--- src/rtl/evt_record_pkg.sv ---
package evt_record_pkg;
  localparam int IDX_W = 8;

  typedef enum logic [2:0] {
    S_LEN, S_CHAN, S_TS, S_ADDR, S_DATA, S_SKIP, S_OUT
  } parseState_e;

  typedef struct packed {
    logic             clr;
    logic             ldChan;
    logic             ldTs;
    logic             ldAddr;
    logic             ldData;
    logic [IDX_W-1:0] idx;
  } dpStrobe_t;
endpackage

--- src/rtl/evt_record_ctrl.sv ---
module evt_record_ctrl
  import evt_record_pkg::*;
#(
  parameter int CHAN_B    = 3,
  parameter int TS_B      = 8,
  parameter int ADDR_B    = 1,
  parameter int WORD_B    = 4,
  parameter int MAX_WORDS = 16
) (
  input  logic       clk,
  input  logic       rst,
  input  logic [7:0] inData,
  input  logic       inValid,
  output logic       inReady,
  output logic       outValid,
  input  logic       outReady,
  output logic       errPulse,
  output logic       eosPulse,
  output dpStrobe_t  strb
);
  localparam int HDR_B   = 1 + CHAN_B + TS_B + ADDR_B;
  localparam int MAX_LEN = HDR_B + WORD_B * MAX_WORDS;

  parseState_e      state, stateN;
  logic [IDX_W-1:0] cnt, cntN, lastIdx, lastN;
  logic             hasData, hasN, errN, eosN;
  logic             accept, lenBad;
  logic [7:0]       dBytes;

  assign inReady  = (state != S_OUT);
  assign outValid = (state == S_OUT);
  assign accept   = inValid && inReady;
  assign dBytes   = inData - 8'(HDR_B);
  assign lenBad   = (inData < 8'(HDR_B)) || (inData > 8'(MAX_LEN)) ||
                    ((dBytes % 8'(WORD_B)) != 8'd0);

  always_comb begin
    stateN   = state;
    cntN     = cnt;
    lastN    = lastIdx;
    hasN     = hasData;
    errN     = 1'b0;
    eosN     = 1'b0;
    strb     = '0;
    strb.idx = cnt;
    case (state)
      S_LEN: if (accept) begin
        if (inData == 8'd0) begin
          eosN = 1'b1;
        end else if (lenBad) begin
          errN = 1'b1;
          if (inData > 8'd1) begin
            stateN = S_SKIP;
            cntN   = '0;
            lastN  = inData - 8'd2;
          end
        end else begin
          strb.clr = 1'b1;
          stateN   = S_CHAN;
          cntN     = '0;
          hasN     = (inData != 8'(HDR_B));
          lastN    = dBytes - 8'd1;
        end
      end
      S_CHAN: if (accept) begin
        strb.ldChan = 1'b1;
        if (cnt == IDX_W'(CHAN_B - 1)) begin
          stateN = S_TS;
          cntN   = '0;
        end else cntN = cnt + 1'b1;
      end
      S_TS: if (accept) begin
        strb.ldTs = 1'b1;
        if (cnt == IDX_W'(TS_B - 1)) begin
          stateN = S_ADDR;
          cntN   = '0;
        end else cntN = cnt + 1'b1;
      end
      S_ADDR: if (accept) begin
        strb.ldAddr = 1'b1;
        if (cnt == IDX_W'(ADDR_B - 1)) begin
          stateN = hasData ? S_DATA : S_OUT;
          cntN   = '0;
        end else cntN = cnt + 1'b1;
      end
      S_DATA: if (accept) begin
        strb.ldData = 1'b1;
        if (cnt == lastIdx) stateN = S_OUT;
        else cntN = cnt + 1'b1;
      end
      S_SKIP: if (accept) begin
        if (cnt == lastIdx) stateN = S_LEN;
        else cntN = cnt + 1'b1;
      end
      S_OUT: if (outReady) stateN = S_LEN;
      default: stateN = S_LEN;
    endcase
  end

  always_ff @(posedge clk) begin
    if (rst) begin
      state    <= S_LEN;
      cnt      <= '0;
      lastIdx  <= '0;
      hasData  <= 1'b0;
      errPulse <= 1'b0;
      eosPulse <= 1'b0;
    end else begin
      state    <= stateN;
      cnt      <= cntN;
      lastIdx  <= lastN;
      hasData  <= hasN;
      errPulse <= errN;
      eosPulse <= eosN;
    end
  end
endmodule

--- src/rtl/evt_record_dpath.sv ---
module evt_record_dpath
  import evt_record_pkg::*;
#(
  parameter int CHAN_W = 24,
  parameter int TS_W   = 64,
  parameter int ADDR_W = 8,
  parameter int DATA_W = 512
) (
  input  logic              clk,
  input  logic              rst,
  input  logic [7:0]        inData,
  input  dpStrobe_t         strb,
  output logic [CHAN_W-1:0] chanQ,
  output logic [TS_W-1:0]   tsQ,
  output logic [ADDR_W-1:0] addrQ,
  output logic [DATA_W-1:0] dataQ
);
  localparam int CHAN_B = CHAN_W / 8;
  localparam int TS_B   = TS_W / 8;
  localparam int ADDR_B = ADDR_W / 8;
  localparam int DATA_B = DATA_W / 8;

  for (genvar i = 0; i < CHAN_B; i++) begin : g_chan
    always_ff @(posedge clk) begin
      if (rst || strb.clr) chanQ[8*i +: 8] <= '0;
      else if (strb.ldChan && strb.idx == IDX_W'(i)) chanQ[8*i +: 8] <= inData;
    end
  end

  for (genvar i = 0; i < TS_B; i++) begin : g_ts
    always_ff @(posedge clk) begin
      if (rst || strb.clr) tsQ[8*i +: 8] <= '0;
      else if (strb.ldTs && strb.idx == IDX_W'(i)) tsQ[8*i +: 8] <= inData;
    end
  end

  for (genvar i = 0; i < ADDR_B; i++) begin : g_addr
    always_ff @(posedge clk) begin
      if (rst || strb.clr) addrQ[8*i +: 8] <= '0;
      else if (strb.ldAddr && strb.idx == IDX_W'(i)) addrQ[8*i +: 8] <= inData;
    end
  end

  for (genvar i = 0; i < DATA_B; i++) begin : g_data
    always_ff @(posedge clk) begin
      if (rst || strb.clr) dataQ[8*i +: 8] <= '0;
      else if (strb.ldData && strb.idx == IDX_W'(i)) dataQ[8*i +: 8] <= inData;
    end
  end
endmodule

--- src/rtl/evt_record_parser.sv ---
module evt_record_parser
  import evt_record_pkg::*;
#(
  parameter int CHAN_W    = 24,
  parameter int TS_W      = 64,
  parameter int ADDR_W    = 8,
  parameter int WORD_W    = 32,
  parameter int MAX_WORDS = 16,
  localparam int DATA_W   = WORD_W * MAX_WORDS
) (
  input  logic              clk,
  input  logic              rst,
  input  logic [7:0]        inData,
  input  logic              inValid,
  output logic              inReady,
  output logic              outValid,
  input  logic              outReady,
  output logic [CHAN_W-1:0] outChannel,
  output logic [TS_W-1:0]   outTimestamp,
  output logic [ADDR_W-1:0] outAddress,
  output logic [CHAN_W+ADDR_W-1:0] outTarget,
  output logic [DATA_W-1:0] outData,
  output logic              errPulse,
  output logic              eosPulse
);
  dpStrobe_t strb;

  evt_record_ctrl #(
    .CHAN_B(CHAN_W / 8), .TS_B(TS_W / 8), .ADDR_B(ADDR_W / 8),
    .WORD_B(WORD_W / 8), .MAX_WORDS(MAX_WORDS)
  ) u_ctrl (
    .clk(clk), .rst(rst), .inData(inData), .inValid(inValid),
    .inReady(inReady), .outValid(outValid), .outReady(outReady),
    .errPulse(errPulse), .eosPulse(eosPulse), .strb(strb)
  );

  evt_record_dpath #(
    .CHAN_W(CHAN_W), .TS_W(TS_W), .ADDR_W(ADDR_W), .DATA_W(DATA_W)
  ) u_dpath (
    .clk(clk), .rst(rst), .inData(inData), .strb(strb),
    .chanQ(outChannel), .tsQ(outTimestamp), .addrQ(outAddress), .dataQ(outData)
  );

  assign outTarget = {outChannel, outAddress};
endmodule

--- config.mk ---
export PLATFORM = sky130hd
export DESIGN_NAME = evt_record_parser
export DESIGN_NICKNAME = d
export VERILOG_FILES = /design/src/rtl/evt_record_pkg.sv /design/src/rtl/evt_record_ctrl.sv /design/src/rtl/evt_record_dpath.sv /design/src/rtl/evt_record_parser.sv
export SDC_FILE = /design/constraint.sdc
export NUM_CORES = 1
export LEC_CHECK = 0
export BUFFER_PORTS_ARGS = -buffer_cell sky130_fd_sc_hd__buf_2
export CORE_AREA = 2 2 259 261
export DETAILED_ROUTE_END_ITERATION = 8
export DIE_AREA = 0 0 261 263
export GPL_TIMING_DRIVEN = 0
export HOLD_SLACK_MARGIN = 0.12
export PLACE_DENSITY_LB_ADDON = 0.15
export SLEW_MARGIN = 5
export SYNTH_ARGS = -nofsm -noshare
export SYNTH_HDL_FRONTEND = slang
export SYNTH_SLANG_ARGS = --single-unit
export TNS_END_PERCENT = 5
--- constraint.sdc ---
create_clock -name clk -period 5.53 [get_ports clk]
set_input_delay 1.3825 -clock clk [delete_from_list [all_inputs] [get_ports clk]]
set_output_delay 1.3825 -clock clk [all_outputs]
set_load 0.01 [all_outputs]
======== Word-level counts from Yosys, hierarchy flattened ========
Index checks and enable logic that the tools add are counted.
operators by class
  add/sub/neg operators ................... 4
  order comparisons ....................... 3
  eq/ne operators ......................... 89
  multiplexer cells ....................... 43
  bitwise logic cells ..................... 4
  reduce and logical (&&, ||, !) cells .... 92
operator list
  operator             number
  $eq 8x6->1 const B   32
  $eq 8x5->1 const B   16
  $mux 8               14
  $logic_and 1x1->1    77
  $eq 8x4->1 const B   8
  $mux 3               15
  $pmux 8 s5           1
  $eq 8x3->1 const B   4
  $ne 2x1->1 const B   13
  $pmux 3 s7           1
  $eq 8x2->1 const B   2
  $logic_not 8->1      2
  $reduce_and 14->1    1
  $mux 1               11
  $eq 3x3->1 const B   3
  $reduce_and 9->1     1
  $add 8x1->8 const B  1
  $eq 8x1->1 const B   1
  $eq 8x8->1           1
  $gt 8x1->1 const B   1
  $gt 8x7->1 const B   1
  $lt 8x4->1 const B   1
  $ne 8x4->1 const B   1
  $reduce_and 4->1     2
  16 further kinds     25
storage, ports and cells
  flip-flop bits (word level) ............. 630
  word-level logic and storage cells ...... 317

======== Depth between registers and ports, before layout ========
  word-level depth ........................ 8
  depth in mapped cells ................... 15
  gate-level depth less buffers ........... 7

======== Cells and area by module ========
A second synthesis with hierarchy kept.
unflattened totals
  cells, all modules ...................... 2357
  area, all modules ....................... 24880.1 um^2
by module, submodules not included
  module             times used  cells an instance  area an instance (um^2)  seq. area each (um^2)
  evt_record_dpath   1           2083               22791.9                  12171.7
  evt_record_ctrl    1           242                1848.0                   440.4
  evt_record_parser  1           32                 240.2                    0.0

======== Least setup slack after synthesis ========
Ideal clock, no wire load.
  path type ............................... input -> register
  from .................................... input port inData[0]
  to ...................................... register u_dpath.dataQ[0]
  arrival time ............................ 3.977 ns
  data required time ...................... 5.398 ns
  path slack .............................. 1.421 ns
  cell stages on the path ................. 14
  cells stage by stage .................... clkbuf_1 -> clkbuf_1 -> clkbuf_1 -> inv_1 -> ha_1 -> buf_2 -> and3b_1 -> o211a_1 -> nand2_1 -> nand2b_1 -> clkbuf_1 -> clkbuf_1 -> clkbuf_1 -> a21oi_1
between the ends
  cells in the longest elaborated chain, start to end .. 8
  elaborated cells on any way between the ends .. 12
  those cells by class .................... add/sub: 1; order compare: 2; mux: 4; reduce/logical: 5
ends and longest elaborated chain
  element                                                       RTL line                                      text
  start, declared                                               evt_record_parser.sv:13                       input logic [7:0] inData,
  $sub 8x4->8 (tied with other cells)                           evt_record_ctrl.sv:33                         assign dBytes = inData - 8'(HDR_B);
  $reduce_bool 8->1 / $logic_or 1x1->1 (equally long branches)  evt_record_ctrl.sv:35, evt_record_ctrl.sv:34
  $logic_or 1x1->1                                              evt_record_ctrl.sv:34                         assign lenBad = (inData < 8'(HDR_B)) || (inData > 8'(MAX_LEN)) ||
  $mux 1                                                        evt_record_ctrl.sv:50                         end else if (lenBad) begin
  $mux 1                                                        evt_record_ctrl.sv:48                         if (inData == 8'd0) begin
  $mux 1                                                        evt_record_ctrl.sv:47                         S_LEN: if (accept) begin
  $mux 1                                                        evt_record_ctrl.sv:46                         case (state)
  $logic_or 1x1->1                                              evt_record_dpath.sv:46                        if (rst || strb.clr) dataQ[8*i +: 8] <= '0;
  end signal, assigned by index                                 evt_record_dpath.sv:47                        else if (strb.ldData && strb.idx == IDX_W'(i)) dataQ[8*i +: 8] <= inData;
  end, declared                                                 evt_record_dpath.sv:16                        output logic [DATA_W-1:0] dataQ
Parallel ways exist; a longest one is shown, timed or not.
A chain may end at the register's enable or synchronous reset.

======== Worst setup path after layout ========
  from .................................... input port inData[0]
  to ...................................... register u_dpath.dataQ[324]
between the ends
  cells in the longest elaborated chain, start to end .. 8
  elaborated cells on any way between the ends .. 12
  those cells by class .................... add/sub: 1; order compare: 2; mux: 4; reduce/logical: 5
ends and longest elaborated chain
  element                                                       RTL line
  $sub 8x4->8 (tied with other cells)                           evt_record_ctrl.sv:33
  $reduce_bool 8->1 / $logic_or 1x1->1 (equally long branches)  evt_record_ctrl.sv:35, evt_record_ctrl.sv:34
  $logic_or 1x1->1                                              evt_record_ctrl.sv:34
  $mux 1                                                        evt_record_ctrl.sv:50
  $mux 1 (*)                                                    evt_record_ctrl.sv:48
  $mux 1 (*)                                                    evt_record_ctrl.sv:47
  $mux 1 (*)                                                    evt_record_ctrl.sv:46
  $logic_or 1x1->1 (*)                                          evt_record_dpath.sv:46
Every way passes the cells marked *; elsewhere a longest branch is shown, timed or not.

==> impl_summary.md <==
Floorplan
The placeable core region is approximately 66,000 µm². The count of pins on the block boundary is ~660. The die is about 260 µm wide. The initialized floorplan defines between 90 and 100 standard-cell rows.

The floorplan step defined a die boundary enclosing about 69,000 µm². Once the floorplan was initialized, standard cells occupied 37.4% of the core. The die is between 200 and 300 µm tall.

Clocking
After clock tree synthesis, the setup repair step added 0 buffers. The post-CTS resize count is 1. At the later pin of the worst-skew pair, clock insertion delay measures roughly 630 ps. The number of clock sinks is 630.

The H-tree depth is 3. The tree is rooted in a sky130_fd_sc_hd__clkbuf_16. The clock-pin slew of the registers on the worst-case setup and hold paths is roughly 60 ps. The TritonCTS clock tree is done. The deepest clock path buffer count is 3. The number of buffers created by CTS is between 70 and 80. For this design, the CTS-stage hold fixing added 0 buffers.

Pwr
The worst-case IR drop observed on VDD is roughly 0.23 mV. The power per unit of standard cell area is 333 nW/µm². The cell leakage power is approximately 13 nW. The total power after layout is a little over 10 mW.

Route
The number of optimization iterations in the first detailed-route pass is 6. The routed wirelength normalized by instance count is roughly 25 µm. The remaining routing DRC violations is 0. The vias per cell is 5.44.

The routed wire length is 117,000 µm. In this run the remaining antenna-violating nets after routing total 0. The routed layout has ~25,000 vias.

The first routing iteration left 2,438 violations.

STA
Setup violations remaining at the end of the flow were counted as 0. After layout, the worst path uses between 90% and 100% of the clock period. The worst hold slack is roughly 450 ps. Setup repair after global routing left no endpoint under its margin.

The maximum clock frequency is just under 0.2 GHz. The slew at the pin closest to its max-slew limit is 1370 ps. The relative max-transition margin is 8.50%.

The final-report max-slew violation count is 0. Setup slack closes at between 300 and 400 ps. The worst path in the final design needs a cycle of approximately 5200 ps, including I/O delays and setup.

The number of endpoints with negative hold slack in the final report was 0. The setup skew after layout is roughly 35 ps.

Synthesis
The cell type with the highest aggregate area in the netlist is sky130_fd_sc_hd__dfxtp_1. Yosys printed 0 warnings. By area the synthesized netlist is led by sky130_fd_sc_hd__dfxtp_1, sky130_fd_sc_hd__a21oi_1, sky130_fd_sc_hd__nand3_1, sky130_fd_sc_hd__nand2_1, sky130_fd_sc_hd__mux2i_1.

The synthesized area divided by synthesized cell count is approximately 8.1 µm². The area share of the largest cell type after synthesis is about half. Of all flip-flops after synthesis, the portion carrying an async set or reset was 0%. Synthesis handed over a netlist of around 3,000 instances. Counting flops and latches in the post-synthesis netlist gives 630. The synthesized netlist contains 71 unique library cells.

The number of enable flip-flop cells after synthesis is 0. The sequential share of the synthesized area is ~51%. The number of nets in the synthesized netlist is a little over 3,000. The cell area that synthesis handed to floorplanning was 24,500 µm². For this run, the leading register cell type out of synthesis is sky130_fd_sc_hd__dfxtp_1.

Placed design
The minimum setup slack after placement is -904 ps. The placed wire-length estimate after detailed placement is 85,900 µm. At the end of routability-driven placement, the weighted congestion stood at 0.909. Input and output buffers added on the ports amount to 654.

The placement-stage cell area is slightly below 30,000 µm².

Worst setup path
Of all nets on the critical path, the largest fanout is 14. The worst setup path is launched from an input pin. The worst setup path is captured at a register.

Among all stages on the critical path, the largest delay is contributed by sky130_fd_sc_hd__clkbuf_1. The start-to-end type of the worst setup path is input pin to register. At the worst endpoint, the required time is roughly 6000 ps. Traced cell by cell, the critical path runs through buf_2, clkbuf_2, clkbuf_1, inv_1, ha_1, buf_2, and3b_1, o211a_1, nand2_1, nand2b_1, clkbuf_1, buf_2, buf_2, buf_2, a21oi_1. The data arrival time of the critical path is about 5700 ps. The most frequent cell on the critical path is sky130_fd_sc_hd__buf_2. The longest individual stage delay on the worst path is ~560 ps.

Finish
The leading cell type in the layout, fill and taps excluded is sky130_fd_sc_hd__buf_2. For this run, the share of the core covered by cells in the final layout is a little under half. The final standard cell area without fillers is between 30,000 and 40,000 µm².

From synthesis to final layout, the design area changed by 27.3%. The top cell types in the final layout, fill and taps aside, are sky130_fd_sc_hd__buf_2, sky130_fd_sc_hd__dfxtp_1, sky130_fd_sc_hd__nand2_1, sky130_fd_sc_hd__a21oi_1, sky130_fd_sc_hd__nand3_1. Cells with a size suffix above 1 make up 23.3% of the layout. The number of fill cells is slightly below 7,000. For this run, the post-layout net count is 3,765.

GRT
The first-pass GRT wire length is around 170,000 µm. The via count of the first global-routing pass is roughly 23,000. The number of antenna violations at the first check in global routing is 1. For this run the aggregate overflow at the end of global routing stands at 0.

Entering global routing, the biggest net connects 15 pins. The global router's overall resource usage is 32.8%.

Run status
The run finished with clean final reports.

Job
Across the run, the number of max-cap violations was 0.

Hold path
In this run the worst hold path is classified as register to register.
[area by class of cell]
type	count	area, µm²	share of cell area, %
flip-flops and latches	630	12600	40.4
multi-input cells	2050	10400	33.4
repair buffers	656	3300	10.6
clock buffers	110	2150	6.88
plain buffers	315	1420	4.54
well taps	864	1080	3.46
clock inverters	13	155	0.497
inverters	19	71.3	0.228
diodes	2	5.00	0.0160
[worst max-delay path: cells and delay by family]
kind                     cells  cell delay (ps)
adder cells (fa/ha/maj)      1              220
AO/OA/AOI/OAI                2              400
buffers and inverters        9             3090
AND/OR/NAND/NOR              3              540
[logic make-up after synthesis]
| group | Yosys count | synth area share, % |
|---|---|---|
| AO/OA/AOI/OAI | 599 | 13.1 |
| multiplexers | 92 | 3.76 |
| buffers and inverters | 335 | 6.08 |
| flip-flops | 630 | 51.4 |
| AND/OR/NAND/NOR | 1334 | 24.6 |
| adder cells (fa/ha/maj) | 10 | 0.510 |
| XOR/XNOR | 15 | 0.536 |
[final timing paths]
check / slack [ps] / start / cells past startpoint / end
max reg2reg: 1750 / u_ctrl.cnt[6] / 7 / u_dpath.dataQ[7]
min reg2reg: 450 / u_dpath.tsQ[13] / 2 / u_dpath.tsQ[13]
min: 450 / u_dpath.tsQ[13] / 2 / u_dpath.tsQ[13]
max: 360 / inData[0] / 15 / u_dpath.dataQ[324]
[power breakdown]
part	internal, mW	switching (mW)
Combinational	0.280	0.738
Sequential	4.60	0.0523
Clock	2.73	2.00
[sequential cells by signal (all words and copies together) (netlist names)]
name	cells
u_dpath.dataQ	512
u_dpath.tsQ	64
u_dpath.chanQ	24
u_ctrl.cnt	8
u_ctrl.lastIdx	8
u_dpath.addrQ	8
u_ctrl.state	3
u_ctrl.eosPulse	1
u_ctrl.errPulse	1
u_ctrl.hasData	1
[layer usage]
metal  vias up  GRT usage (%)  share of wire, %
met5         -              0             0.015
met4         2           12.0               3.8
met3       194           7.18               8.4
met2      1105           52.7                46
met1     12300           43.0                42
li1      11700              -                 -
[synthesized netlist by cell type (3+ instances only)]
library cell                  n
sky130_fd_sc_hd__nand3b_1     7
sky130_fd_sc_hd__nand4_1      3
sky130_fd_sc_hd__or3_1        9
sky130_fd_sc_hd__buf_2       60
sky130_fd_sc_hd__and3_1      12
sky130_fd_sc_hd__nand2b_1     7
sky130_fd_sc_hd__nor4_2       3
sky130_fd_sc_hd__mux2i_1     91
sky130_fd_sc_hd__o32ai_1      6
sky130_fd_sc_hd__a21oi_1    537
sky130_fd_sc_hd__nand2_1    608
sky130_fd_sc_hd__nor2_1     110
sky130_fd_sc_hd__a32oi_1      6
sky130_fd_sc_hd__ha_1        10
sky130_fd_sc_hd__or2_2        4
sky130_fd_sc_hd__clkbuf_1   206
sky130_fd_sc_hd__buf_6        3
sky130_fd_sc_hd__xor2_1      10
sky130_fd_sc_hd__a2111oi_0    3
sky130_fd_sc_hd__dfxtp_1    630
sky130_fd_sc_hd__nand3_1    529
sky130_fd_sc_hd__inv_1       19
sky130_fd_sc_hd__nor3_1       4
sky130_fd_sc_hd__o21ai_0      6
sky130_fd_sc_hd__a221oi_1     3
sky130_fd_sc_hd__a211oi_1     8
sky130_fd_sc_hd__buf_4       36
sky130_fd_sc_hd__xnor2_1      5
sky130_fd_sc_hd__nor2b_1      5
sky130_fd_sc_hd__nor4bb_1     4
sky130_fd_sc_hd__nor3_2       8
sky130_fd_sc_hd__buf_1       10
sky130_fd_sc_hd__a311oi_1     3
sky130_fd_sc_hd__o211ai_1     4
[through the flow]
stage / instances / setup TNS [ps]
finish: 4659 / 0
global route: 4657 / 0
CTS: 4657 / 0
detailed placement: 4535 / -437290
global placement: 4533 / -454380
floorplan: 3015 / 0
No activity file was read; power rests on OpenSTA's default activity.
